## config.mk

```make
export PLATFORM = sky130hd
export DESIGN_NAME = vsync_field_det
export DESIGN_NICKNAME = d
export VERILOG_FILES = /design/src/rtl/vfd_pkg.sv /design/src/rtl/vfd_sync_edge.sv /design/src/rtl/vfd_integrator.sv /design/src/rtl/vfd_line_phase.sv /design/src/rtl/vfd_vtimer.sv /design/src/rtl/vsync_field_det.sv
export SDC_FILE = /design/constraint.sdc
export NUM_CORES = 1
export LEC_CHECK = 0
export BUFFER_PORTS_ARGS = -buffer_cell sky130_fd_sc_hd__buf_2
export CAP_MARGIN = 20
export CORE_ASPECT_RATIO = 0.75
export CORE_UTILIZATION = 45
export CTS_CLUSTER_SIZE = 28
export DETAILED_ROUTE_END_ITERATION = 10
export PLACE_DENSITY = 0.68
export SLEW_MARGIN = 20
export SYNTH_ARGS = -nofsm -noshare
export SYNTH_HDL_FRONTEND = slang
export SYNTH_SLANG_ARGS = --single-unit
```

## constraint.sdc

```tcl
create_clock -name clk -period 1.7 [get_ports clk]
set_input_delay 0.34 -clock clk [delete_from_list [all_inputs] [get_ports clk]]
set_output_delay 0.34 -clock clk [all_outputs]
set_load 0.02 [all_outputs]
```

## src/rtl/vfd_pkg.sv

```systemverilog
package vfd_pkg;

  typedef enum logic {
    FIELD_EVEN = 1'b0,
    FIELD_ODD  = 1'b1
  } field_e;

  // Odd when the vertical start lies within a quarter line of a line-pulse edge.
  function automatic field_e classify_phase(input int unsigned ph, input int unsigned line);
    if (ph < line / 4 || ph >= (3 * line) / 4) return FIELD_ODD;
    return FIELD_EVEN;
  endfunction

endpackage

```

## src/rtl/vfd_sync_edge.sv

```systemverilog
module vfd_sync_edge (
  input  logic clk,
  input  logic rst_n,
  input  logic din,
  output logic lvl,
  output logic rise,
  output logic fall
);
  logic meta_q, sync_q, prev_q;

  always_ff @(posedge clk or negedge rst_n) begin
    if (!rst_n) begin
      meta_q <= 1'b1;
      sync_q <= 1'b1;
      prev_q <= 1'b1;
    end else begin
      meta_q <= din;
      sync_q <= meta_q;
      prev_q <= sync_q;
    end
  end

  assign lvl  = sync_q;
  assign rise = sync_q & ~prev_q;
  assign fall = ~sync_q & prev_q;
endmodule

```

## src/rtl/vfd_integrator.sv

```systemverilog
module vfd_integrator #(
  parameter int unsigned THR     = 12,
  parameter int unsigned DEF_CYC = 55
) (
  input  logic clk,
  input  logic rst_n,
  input  logic lvl,
  input  logic rise,
  input  logic vs_busy,
  output logic armed,
  output logic start
);
  localparam int unsigned IW = $clog2(THR + 1);
  localparam int unsigned DW = $clog2(DEF_CYC);

  logic [IW-1:0] integ_q, integ_nx;
  logic [DW-1:0] def_q, def_nx;
  logic          armed_q, armed_nx;
  logic          def_done;

  assign def_done = (def_q == DW'(DEF_CYC - 1));
  assign start    = armed_q & ~vs_busy & (rise | def_done);
  assign armed    = armed_q;

  always_comb begin
    integ_nx = integ_q;
    if (!lvl) begin
      if (integ_q != IW'(THR)) integ_nx = integ_q + IW'(1);
    end else if (integ_q != '0) begin
      integ_nx = integ_q - IW'(1);
    end

    armed_nx = armed_q;
    def_nx   = def_q;
    if (start) begin
      armed_nx = 1'b0;
      def_nx   = '0;
    end else if (armed_q) begin
      def_nx = def_q + DW'(1);
    end else if (!lvl && integ_q == IW'(THR - 1) && !vs_busy) begin
      armed_nx = 1'b1;
    end
  end

  always_ff @(posedge clk or negedge rst_n) begin
    if (!rst_n) begin
      integ_q <= '0;
      def_q   <= '0;
      armed_q <= 1'b0;
    end else begin
      integ_q <= integ_nx;
      def_q   <= def_nx;
      armed_q <= armed_nx;
    end
  end
endmodule

```

## src/rtl/vfd_line_phase.sv

```systemverilog
module vfd_line_phase #(
  parameter int unsigned LINE_CYC = 64,
  parameter int unsigned HS_MIN   = 4,
  parameter int unsigned THR      = 12,
  parameter int unsigned LOS_CYC  = 294
) (
  input  logic                        clk,
  input  logic                        rst_n,
  input  logic                        lvl,
  input  logic                        rise,
  output logic [$clog2(LINE_CYC)-1:0] phase,
  output logic                        lost
);
  localparam int unsigned PW = $clog2(LINE_CYC);
  localparam int unsigned LW = $clog2(LOS_CYC + 1);

  logic [LW-1:0] low_q, low_nx;
  logic [PW-1:0] ph_q, ph_nx;
  logic          lost_q, lost_nx;
  logic          resync;

  assign resync = rise & (low_q >= LW'(HS_MIN)) & (low_q < LW'(THR));

  always_comb begin
    if (lvl)                       low_nx = '0;
    else if (low_q == LW'(LOS_CYC)) low_nx = low_q;
    else                           low_nx = low_q + LW'(1);

    if (resync)                          ph_nx = PW'(low_q) + PW'(1);
    else if (ph_q == PW'(LINE_CYC - 1))  ph_nx = '0;
    else                                 ph_nx = ph_q + PW'(1);

    if (lvl) lost_nx = 1'b0;
    else     lost_nx = lost_q | (low_q == LW'(LOS_CYC - 1));
  end

  always_ff @(posedge clk or negedge rst_n) begin
    if (!rst_n) begin
      low_q  <= '0;
      ph_q   <= '0;
      lost_q <= 1'b0;
    end else begin
      low_q  <= low_nx;
      ph_q   <= ph_nx;
      lost_q <= lost_nx;
    end
  end

  assign phase = ph_q;
  assign lost  = lost_q;
endmodule

```

## src/rtl/vfd_vtimer.sv

```systemverilog
module vfd_vtimer
  import vfd_pkg::*;
#(
  parameter int unsigned LINE_CYC = 64,
  parameter int unsigned VS_CYC   = 230
) (
  input  logic                        clk,
  input  logic                        rst_n,
  input  logic                        start,
  input  logic [$clog2(LINE_CYC)-1:0] phase,
  output logic                        vs_busy,
  output logic                        vsync_n,
  output logic                        field_odd
);
  localparam int unsigned CW = $clog2(VS_CYC);

  logic [CW-1:0] cnt_q, cnt_nx;
  logic          act_q, act_nx;
  field_e        fld_q, fld_nx;

  always_comb begin
    cnt_nx = cnt_q;
    act_nx = act_q;
    fld_nx = fld_q;
    if (start) begin
      act_nx = 1'b1;
      cnt_nx = CW'(VS_CYC - 1);
      fld_nx = classify_phase(32'(phase), LINE_CYC);
    end else if (act_q) begin
      if (cnt_q == '0) act_nx = 1'b0;
      else             cnt_nx = cnt_q - CW'(1);
    end
  end

  always_ff @(posedge clk or negedge rst_n) begin
    if (!rst_n) begin
      cnt_q <= '0;
      act_q <= 1'b0;
      fld_q <= FIELD_EVEN;
    end else begin
      cnt_q <= cnt_nx;
      act_q <= act_nx;
      fld_q <= fld_nx;
    end
  end

  assign vs_busy   = act_q;
  assign vsync_n   = ~act_q;
  assign field_odd = fld_q;
endmodule

```

## src/rtl/vsync_field_det.sv

```systemverilog
module vsync_field_det #(
  parameter int unsigned LINE_CYC = 64
) (
  input  logic clk,
  input  logic rst_n,
  input  logic csync_n_in,
  output logic vsync_n,
  output logic field_odd,
  output logic signal_lost
);
  localparam int unsigned THR     = LINE_CYC * 3 / 16;
  localparam int unsigned HS_MIN  = LINE_CYC / 16;
  localparam int unsigned DEF_CYC = LINE_CYC * 55 / 64;
  localparam int unsigned VS_CYC  = LINE_CYC * 230 / 64;
  localparam int unsigned LOS_CYC = VS_CYC + LINE_CYC;
  localparam int unsigned PW      = $clog2(LINE_CYC);

  logic          lvl_w, rise_w, fall_w;
  logic          arm_w, start_w, busy_w;
  logic [PW-1:0] phase_w;

  vfd_sync_edge u_sync (
    .clk  (clk),
    .rst_n(rst_n),
    .din  (csync_n_in),
    .lvl  (lvl_w),
    .rise (rise_w),
    .fall (fall_w)
  );

  vfd_integrator #(.THR(THR), .DEF_CYC(DEF_CYC)) u_integ (
    .clk    (clk),
    .rst_n  (rst_n),
    .lvl    (lvl_w),
    .rise   (rise_w),
    .vs_busy(busy_w),
    .armed  (arm_w),
    .start  (start_w)
  );

  vfd_line_phase #(
    .LINE_CYC(LINE_CYC), .HS_MIN(HS_MIN), .THR(THR), .LOS_CYC(LOS_CYC)
  ) u_phase (
    .clk  (clk),
    .rst_n(rst_n),
    .lvl  (lvl_w),
    .rise (rise_w),
    .phase(phase_w),
    .lost (signal_lost)
  );

  vfd_vtimer #(.LINE_CYC(LINE_CYC), .VS_CYC(VS_CYC)) u_vtim (
    .clk      (clk),
    .rst_n    (rst_n),
    .start    (start_w),
    .phase    (phase_w),
    .vs_busy  (busy_w),
    .vsync_n  (vsync_n),
    .field_odd(field_odd)
  );
endmodule

```

==> results.sh, run 1 <==
export IMPL_status="complete, but fails checks"
export IMPL_violations="setup timing"
export IMPL_crit_type="reg2reg"
export IMPL_yosys_area_top_type="dfrtp_1"
export IMPL_netlist_top_cells_area="dfrtp_1, ha_1, xor2_1"
export IMPL_r2r_slack_ns=-0.01
export IMPL_initial_utilization=0.483
export IMPL_synth_seq_cells=40
export IMPL_post_route_min_period_ns=1.71
export IMPL_power_density_nw_per_um2=1600
export IMPL_drtIter0Drc=64
export IMPL_overflow=0
export IMPL_die_y_um=60.0
export IMPL_nFillCells=359
export IMPL_final_cell_count_no_fill=271
export IMPL_cts_tree="yes"
export IMPL_rows=20
export IMPL_p_sw_mw=1.39
export IMPL_synthFlopType="dfrtp_1"
export IMPL_yosysSeqAreaShare=0.498
export IMPL_fin_crit_sh=1.01
export IMPL_r2r_end="u_integ.integ_q[3]"
export IMPL_wire_per_inst_um=13.9
export IMPL_yosys_top_cells_count="dfrtp_1, nor2_1, xor2_1, inv_1"
export IMPL_report_final_slew_viol_count=0
export IMPL_rsz0062_at_grt="yes"
export IMPL_setup_ws_ns=-0.0135
export IMPL_cts_clk_slew_worst_paths_ns=0.08
export IMPL_tightest_slew_ns=0.573
export IMPL_synth_cell_types=41
export IMPL_die_area_um2=4760
export IMPL_placed_area_um2=2200
export IMPL_diodes=0
export IMPL_netSwitchingFraction=0.367
export IMPL_crit_path_start_kind="register"
export IMPL_drc=0
export IMPL_p_clk_frac=0.212
export IMPL_layout_nets=231
export IMPL_fin_area_um2=2380
export IMPL_p_leak_nw=1.10
export IMPL_crit_slowest_cell="dfstp_2"
export IMPL_finClkSkew_ns=0.00194
export IMPL_crit_path_end_kind="register"
export IMPL_globalplace_congestion=0.780
export IMPL_hold_buffers=0
export IMPL_grt_pass1_vias=1392
export IMPL_synth_edff_count=0
export IMPL_cap_violations=0
export IMPL_cpPeakStageDelay_ns=0.58
export IMPL_min_path_type="in2async"
export IMPL_grt_antenna_before_repair=0
export IMPL_die_width_um=79.4
export IMPL_wl_mm=3.77
export IMPL_crit_fanout=6
export IMPL_cts_sinks=40
export IMPL_first_pass_iters=4
export IMPL_htreeDepth=2
export IMPL_hold_viol_final=0
export IMPL_yosysWarnings=0
export IMPL_multi_input_area_um2=992
export IMPL_numPortBuffers=5
export IMPL_ff_latch_area_um2=1000
export IMPL_drive_gt1_frac=0.199
export IMPL_pin_count=6
export IMPL_dp_cells=261
export IMPL_track_usage=0.181
export IMPL_async_flop_share=1.00
export IMPL_core_um2=4180
export IMPL_worstPathRequired_ns=1.88
export IMPL_netlist_area_um2=2020
export IMPL_grt_max_degree=28
export IMPL_yosys_area_top_type_share=0.458
export IMPL_grt_first_pass_wirelength_mm=6.36
export IMPL_clock_latency_ns=0.30
export IMPL_cts_buffers=5
export IMPL_path_cells="or3b_4 -> a211oi_4 -> a22o_1 -> a211oi_2"
export IMPL_ir_drop_uv=818
export IMPL_yosysMostFrequentCell="dfrtp_1"
export IMPL_cp_arrival_ns=1.90
export IMPL_cts_buffer_depth=2
export IMPL_fin_tns_setup_ns=-0.0135
export IMPL_p_seq_frac=0.415
export IMPL_synthesis_instances=193
export IMPL_synth_fp_nets=209
export IMPL_finalSetupViolCount=1
export IMPL_place_hpwl_mm=2.61
export IMPL_max_slew_margin=0.618
export IMPL_synth_area_per_cell_um2=10.5
export IMPL_routed_via_count=1410
export IMPL_r2r_cells=4
export IMPL_vias_per_cell=5.20
export IMPL_p_comb_frac=0.373
export IMPL_ant_nets=0
export IMPL_root_buffer="clkbuf_8"
export IMPL_fmax_mhz=584
export IMPL_syn_to_final_growth_pct=17.7
export IMPL_reg2reg_from="u_sync.lvl"
export IMPL_p_int_mw=2.40
==> timing repair <==
action / CTS / global route
resized for setup: 1 / 8
pin swaps: 0 / 4
endpoints found under the hold margin: 0 / 0
setup endpoints to repair: 1 / 11
buffers inserted: 0 / 2
==> logic make-up (layout without fill, tap and decap cells) <==
| family | after synthesis | in the layout | synth area share |
|---|---|---|---|
| multiplexers | 2 | 2 | 0.0105 |
| buffers and inverters | 19 | 42 | 0.0372 |
| flip-flops | 40 | 40 | 0.498 |
| AO/OA/AOI/OAI | 25 | 25 | 0.0880 |
| adder cells (fa/ha/maj) | 13 | 13 | 0.0843 |
| XOR/XNOR | 23 | 23 | 0.0998 |
| AND/OR/NAND/NOR | 71 | 71 | 0.183 |
==> worst max-delay path, delay by kind of cell, from the launching register on <==
family             cells  cell delay, ns
DFF                    1            0.58
AOI/OAI and AO/OA      3            0.63
and+or+nand+nor        1            0.40
==> layout make-up <==
type	instances	area share
Clock inverter	3	0.0195
Sequential cell	40	0.423
Inverter	14	0.0221
Multi-Input combinational cell	134	0.418
Timing Repair Buffer	20	0.0600
Clock buffer	5	0.0290
Tap cell	55	0.0290
==> layout by cell type (no fill, tap or decap), types with 2 or more instances in the layout <==
| cell | instances |
|---|---|
| xnor2_1 | 7 |
| a31oi_1 | 2 |
| nor3_1 | 3 |
| nand3_1 | 10 |
| dfstp_2 | 3 |
| o21ai_1 | 2 |
| nand3b_1 | 2 |
| clkbuf_8 | 5 |
| dfrtp_1 | 37 |
| inv_1 | 14 |
| ha_1 | 12 |
| nor2_1 | 21 |
| a211oi_2 | 2 |
| o22ai_1 | 4 |
| nand4_1 | 5 |
| buf_2 | 5 |
| a21oi_1 | 3 |
| buf_4 | 14 |
| xor2_1 | 16 |
| nand2b_1 | 2 |
| nand2_1 | 12 |
| nor4b_1 | 2 |
| and3_1 | 2 |
| o21ai_0 | 3 |
==> registers in the layout (all words and copies together), names as in the netlist <==
register,count
u_phase.low_q,9
u_vtim.cnt_q,8
u_integ.def_q,6
u_phase.phase,6
u_integ.integ_q,4
u_integ.armed,1
u_phase.lost,1
u_sync.lvl,1
u_sync.meta_q,1
u_sync.prev_q,1
u_vtim.field_odd,1
u_vtim.vs_busy,1
==> power by group through the flow <==
stage / combinational, mW / clock [mW] / sequential (mW)
6_report: 1.41 / 0.804 / 1.57
3_3_place_gp: 1.25 / 0 / 1.57
5_1_grt: 1.59 / 0.865 / 1.61
4_1_cts: 1.31 / 0.829 / 1.56
2_1_floorplan: 0.917 / 0 / 1.55
3_5_place_dp: 1.29 / 0 / 1.58
==> through the flow <==
step	utilization	power (mW)	setup slack (ns)	hold WS, ns
after global routing	0.569	4.07	-0.114	0.0719
final	0.569	3.79	-0.0135	0.0266
after floorplan	-	2.47	0.00262	0.0444
after global placement	0.526	2.82	0.0369	0.346
after CTS	0.554	3.70	0.00418	0.0408
after detailed placement	0.526	2.87	0.00116	0.353
==> layer usage <==
layer,GRT usage,vias to the layer above,wire length (um)
li1,-,705,-
met1,0.250,684,2000
met2,0.262,13,1610
met3,0.0412,8,73
met4,0.109,0,91
met5,0,-,0
==> worst max-delay path by stage <==
stage                from                 end  slack, ns  depth (start not counted)
2_1_floorplan  u_sync.lvl  u_integ.integ_q[3]      0.003                          5
3_3_place_gp   u_sync.lvl  u_integ.integ_q[3]       0.04                          5
3_5_place_dp   u_sync.lvl  u_integ.integ_q[3]      0.001                          5
4_1_cts        u_sync.lvl  u_integ.integ_q[3]      0.004                          4
5_1_grt        u_sync.lvl  u_integ.integ_q[3]      -0.11                          4
6_report       u_sync.lvl  u_integ.integ_q[3]      -0.01                          4
No activity file was read; power rests on OpenSTA's default activity.
==> inputs of run 2 (changes only) <==
--- a/config.mk
+++ b/config.mk
@@ -11,7 +11,7 @@
 export CORE_UTILIZATION = 45
 export CTS_CLUSTER_SIZE = 28
 export DETAILED_ROUTE_END_ITERATION = 10
-export PLACE_DENSITY = 0.68
+export PLACE_DENSITY = 0.61
 export SLEW_MARGIN = 20
 export SYNTH_ARGS = -nofsm -noshare
 export SYNTH_HDL_FRONTEND = slang
==> run 2 against run 1 <==
Net effect: the flow still finishes with violations (setup timing); critical endpoint is now u_vtim.vs_busy; core utilization decreased by 0.21 points; largest power group unchanged; maximum frequency is 0.44% higher; sequential cell count unchanged; largest cell class unchanged; global-route usage grew 0.91 points; hold slack better by 0.13 ns; clock power decreased by 19%.
==> results.sh, run 2 (synthesized netlist as in run 1, its figures left out) <==
export IMPL_violations="setup timing"
export IMPL_ir_drop_uv=699
export IMPL_layout_common_cells="dfrtp_1, nor2_1, xor2_1"
export IMPL_path_cells="or4_4 -> o31a_1 -> or2_1"
export IMPL_reg2reg_from="u_vtim.cnt_q[3]"
export IMPL_layout_nets=233
export IMPL_syn_to_final_growth_pct=17.2
export IMPL_die_width_um=79.4
export IMPL_cp_endpoint="u_vtim.vs_busy"
export IMPL_drive_gt1_frac=0.202
export IMPL_die_y_um=60.0
export IMPL_rows=20
export IMPL_track_usage=0.190
export IMPL_cts_buffers=5
export IMPL_p_int_mw=2.27
export IMPL_largest_register="u_phase.low_q"
export IMPL_cts_buffer_depth=2
export IMPL_largest_reg_flops=9
export IMPL_core_um2=4180
export IMPL_p_sw_mw=1.34
export IMPL_crit_fanout=6
export IMPL_drtIter0Drc=86
export IMPL_dp_cells=262
export IMPL_finClkSkew_ns=0.0134
export IMPL_tightest_slew_ns=0.372
export IMPL_fin_crit_sh=1.00
export IMPL_ant_nets=0
export IMPL_drc=0
export IMPL_finalSetupViolCount=1
export IMPL_grt_antenna_before_repair=0
export IMPL_htreeDepth=2
export IMPL_crit_path_start_kind="register"
export IMPL_wl_mm=3.79
export IMPL_place_ws_ns=-0.0310
export IMPL_r2r_cells=3
export IMPL_fin_util=0.566
export IMPL_fmax_mhz=586
export IMPL_cap_violations=0
export IMPL_reg_largest_list="u_phase.low_q: 9 flops, u_vtim.cnt_q: 8 flops"
export IMPL_first_pass_iters=4
export IMPL_p_leak_nw=1.09
export IMPL_rsz0062_at_grt="yes"
export IMPL_grt_pass1_vias=1546
export IMPL_netSwitchingFraction=0.372
export IMPL_vias_per_cell=5.33
export IMPL_diodes=0
export IMPL_hold_slack_ns=0.154
export IMPL_p_comb_frac=0.380
export IMPL_grt_max_degree=31
export IMPL_cts_clk_slew_worst_paths_ns=0.08
export IMPL_globalplace_congestion=0.918
export IMPL_max_slew_margin=0.752
export IMPL_cts_sinks=40
export IMPL_numPortBuffers=5
export IMPL_cpPeakStageDelay_ns=0.58
export IMPL_power_density_nw_per_um2=1520
export IMPL_crit_start="u_vtim.cnt_q[3]"
export IMPL_root_buffer="clkbuf_8"
export IMPL_hp_start="csync_n_in"
export IMPL_initial_utilization=0.483
export IMPL_cts_tree="yes"
export IMPL_routed_via_count=1455
export IMPL_r2r_end="u_vtim.vs_busy"
export IMPL_crit_slowest_cell="or4_4"
export IMPL_worstPathRequired_ns=1.88
export IMPL_setup_ws_ns=-0.00606
export IMPL_overflow=0
export IMPL_post_route_min_period_ns=1.71
export IMPL_min_path_type="in2reg"
export IMPL_place_hpwl_mm=2.75
export IMPL_grt_first_pass_wirelength_mm=6.82
export IMPL_layout_commonest_cell="dfrtp_1"
export IMPL_pin_count=6
export IMPL_clock_latency_ns=0.29
export IMPL_wire_per_inst_um=13.9
export IMPL_p_seq_frac=0.440
export IMPL_fin_area_um2=2370
export IMPL_die_area_um2=4760
export IMPL_final_cell_count_no_fill=273
export IMPL_crit_path_end_kind="register"
export IMPL_hold_viol_final=0
export IMPL_r2r_slack_ns=-0.006
export IMPL_crit_type="reg2reg"
export IMPL_placed_area_um2=2220
export IMPL_report_final_slew_viol_count=0
export IMPL_status="complete, but fails checks"
export IMPL_cp_arrival_ns=1.88
export IMPL_p_clk_frac=0.181
run 2: routing by layer:
layer | global-route usage | up-vias | wire length, um
met1 | 0.251 | 720 | 1820
met5 | 0 | - | 0
met4 | 0.0623 | 0 | 27
li1 | - | 711 | -
met2 | 0.307 | 20 | 1830
met3 | 0.0519 | 4 | 112
run 2: worst max-delay path, delay by kind of cell, from the launching register on:
| family | cells | cell delay [ns] |
|---|---|---|
| compound gates | 1 | 0.38 |
| simple gates | 2 | 0.83 |
| flops | 1 | 0.39 |
run 2: timing repair:
action | in CTS | in global routing
endpoints found under the setup margin | 1 | 12
pin swaps | 0 | 3
buffers inserted | 0 | 2
gates cloned | 0 | 0
endpoints found under the hold margin | 10 | 0
gates resized for setup | 1 | 6
hold buffers | 1 | 0
run 2: how the worst min path moves through the flow:
stage,to,slack [ns],cells after the start
final,u_sync.meta_q,0.15,1
after global routing,u_sync.meta_q,0.14,1
after CTS,u_sync.meta_q,0.15,1
after detailed placement,u_vtim.cnt_q[0],0.24,1
after global placement,u_vtim.cnt_q[7],0.23,1
after floorplan,u_integ.armed,0.04,0
run 2: power by group through the flow:
stage | combinational (mW) | clock [mW] | sequential [mW]
global placement | 1.23 | 0 | 1.56
floorplan | 0.917 | 0 | 1.55
finish | 1.37 | 0.651 | 1.59
detailed placement | 1.30 | 0 | 1.59
CTS | 1.33 | 0.668 | 1.57
global route | 1.57 | 0.719 | 1.64
run 2: layout make-up:
class,instances,area (um^2)
Fill cell,361,1810
Sequential cell,40,1000
Multi-Input combinational cell,134,981
Timing Repair Buffer,22,168
Clock buffer,6,82.6
Tap cell,55,68.8
Inverter,14,52.6
Clock inverter,2,10.0
run 2: per-stage QoR:
stage	TNS (ns)	power (mW)
global route	-0.108	3.93
detailed placement	-0.0310	2.89
floorplan	0	2.47
finish	-0.00606	3.61
global placement	0	2.79
CTS	0	3.57
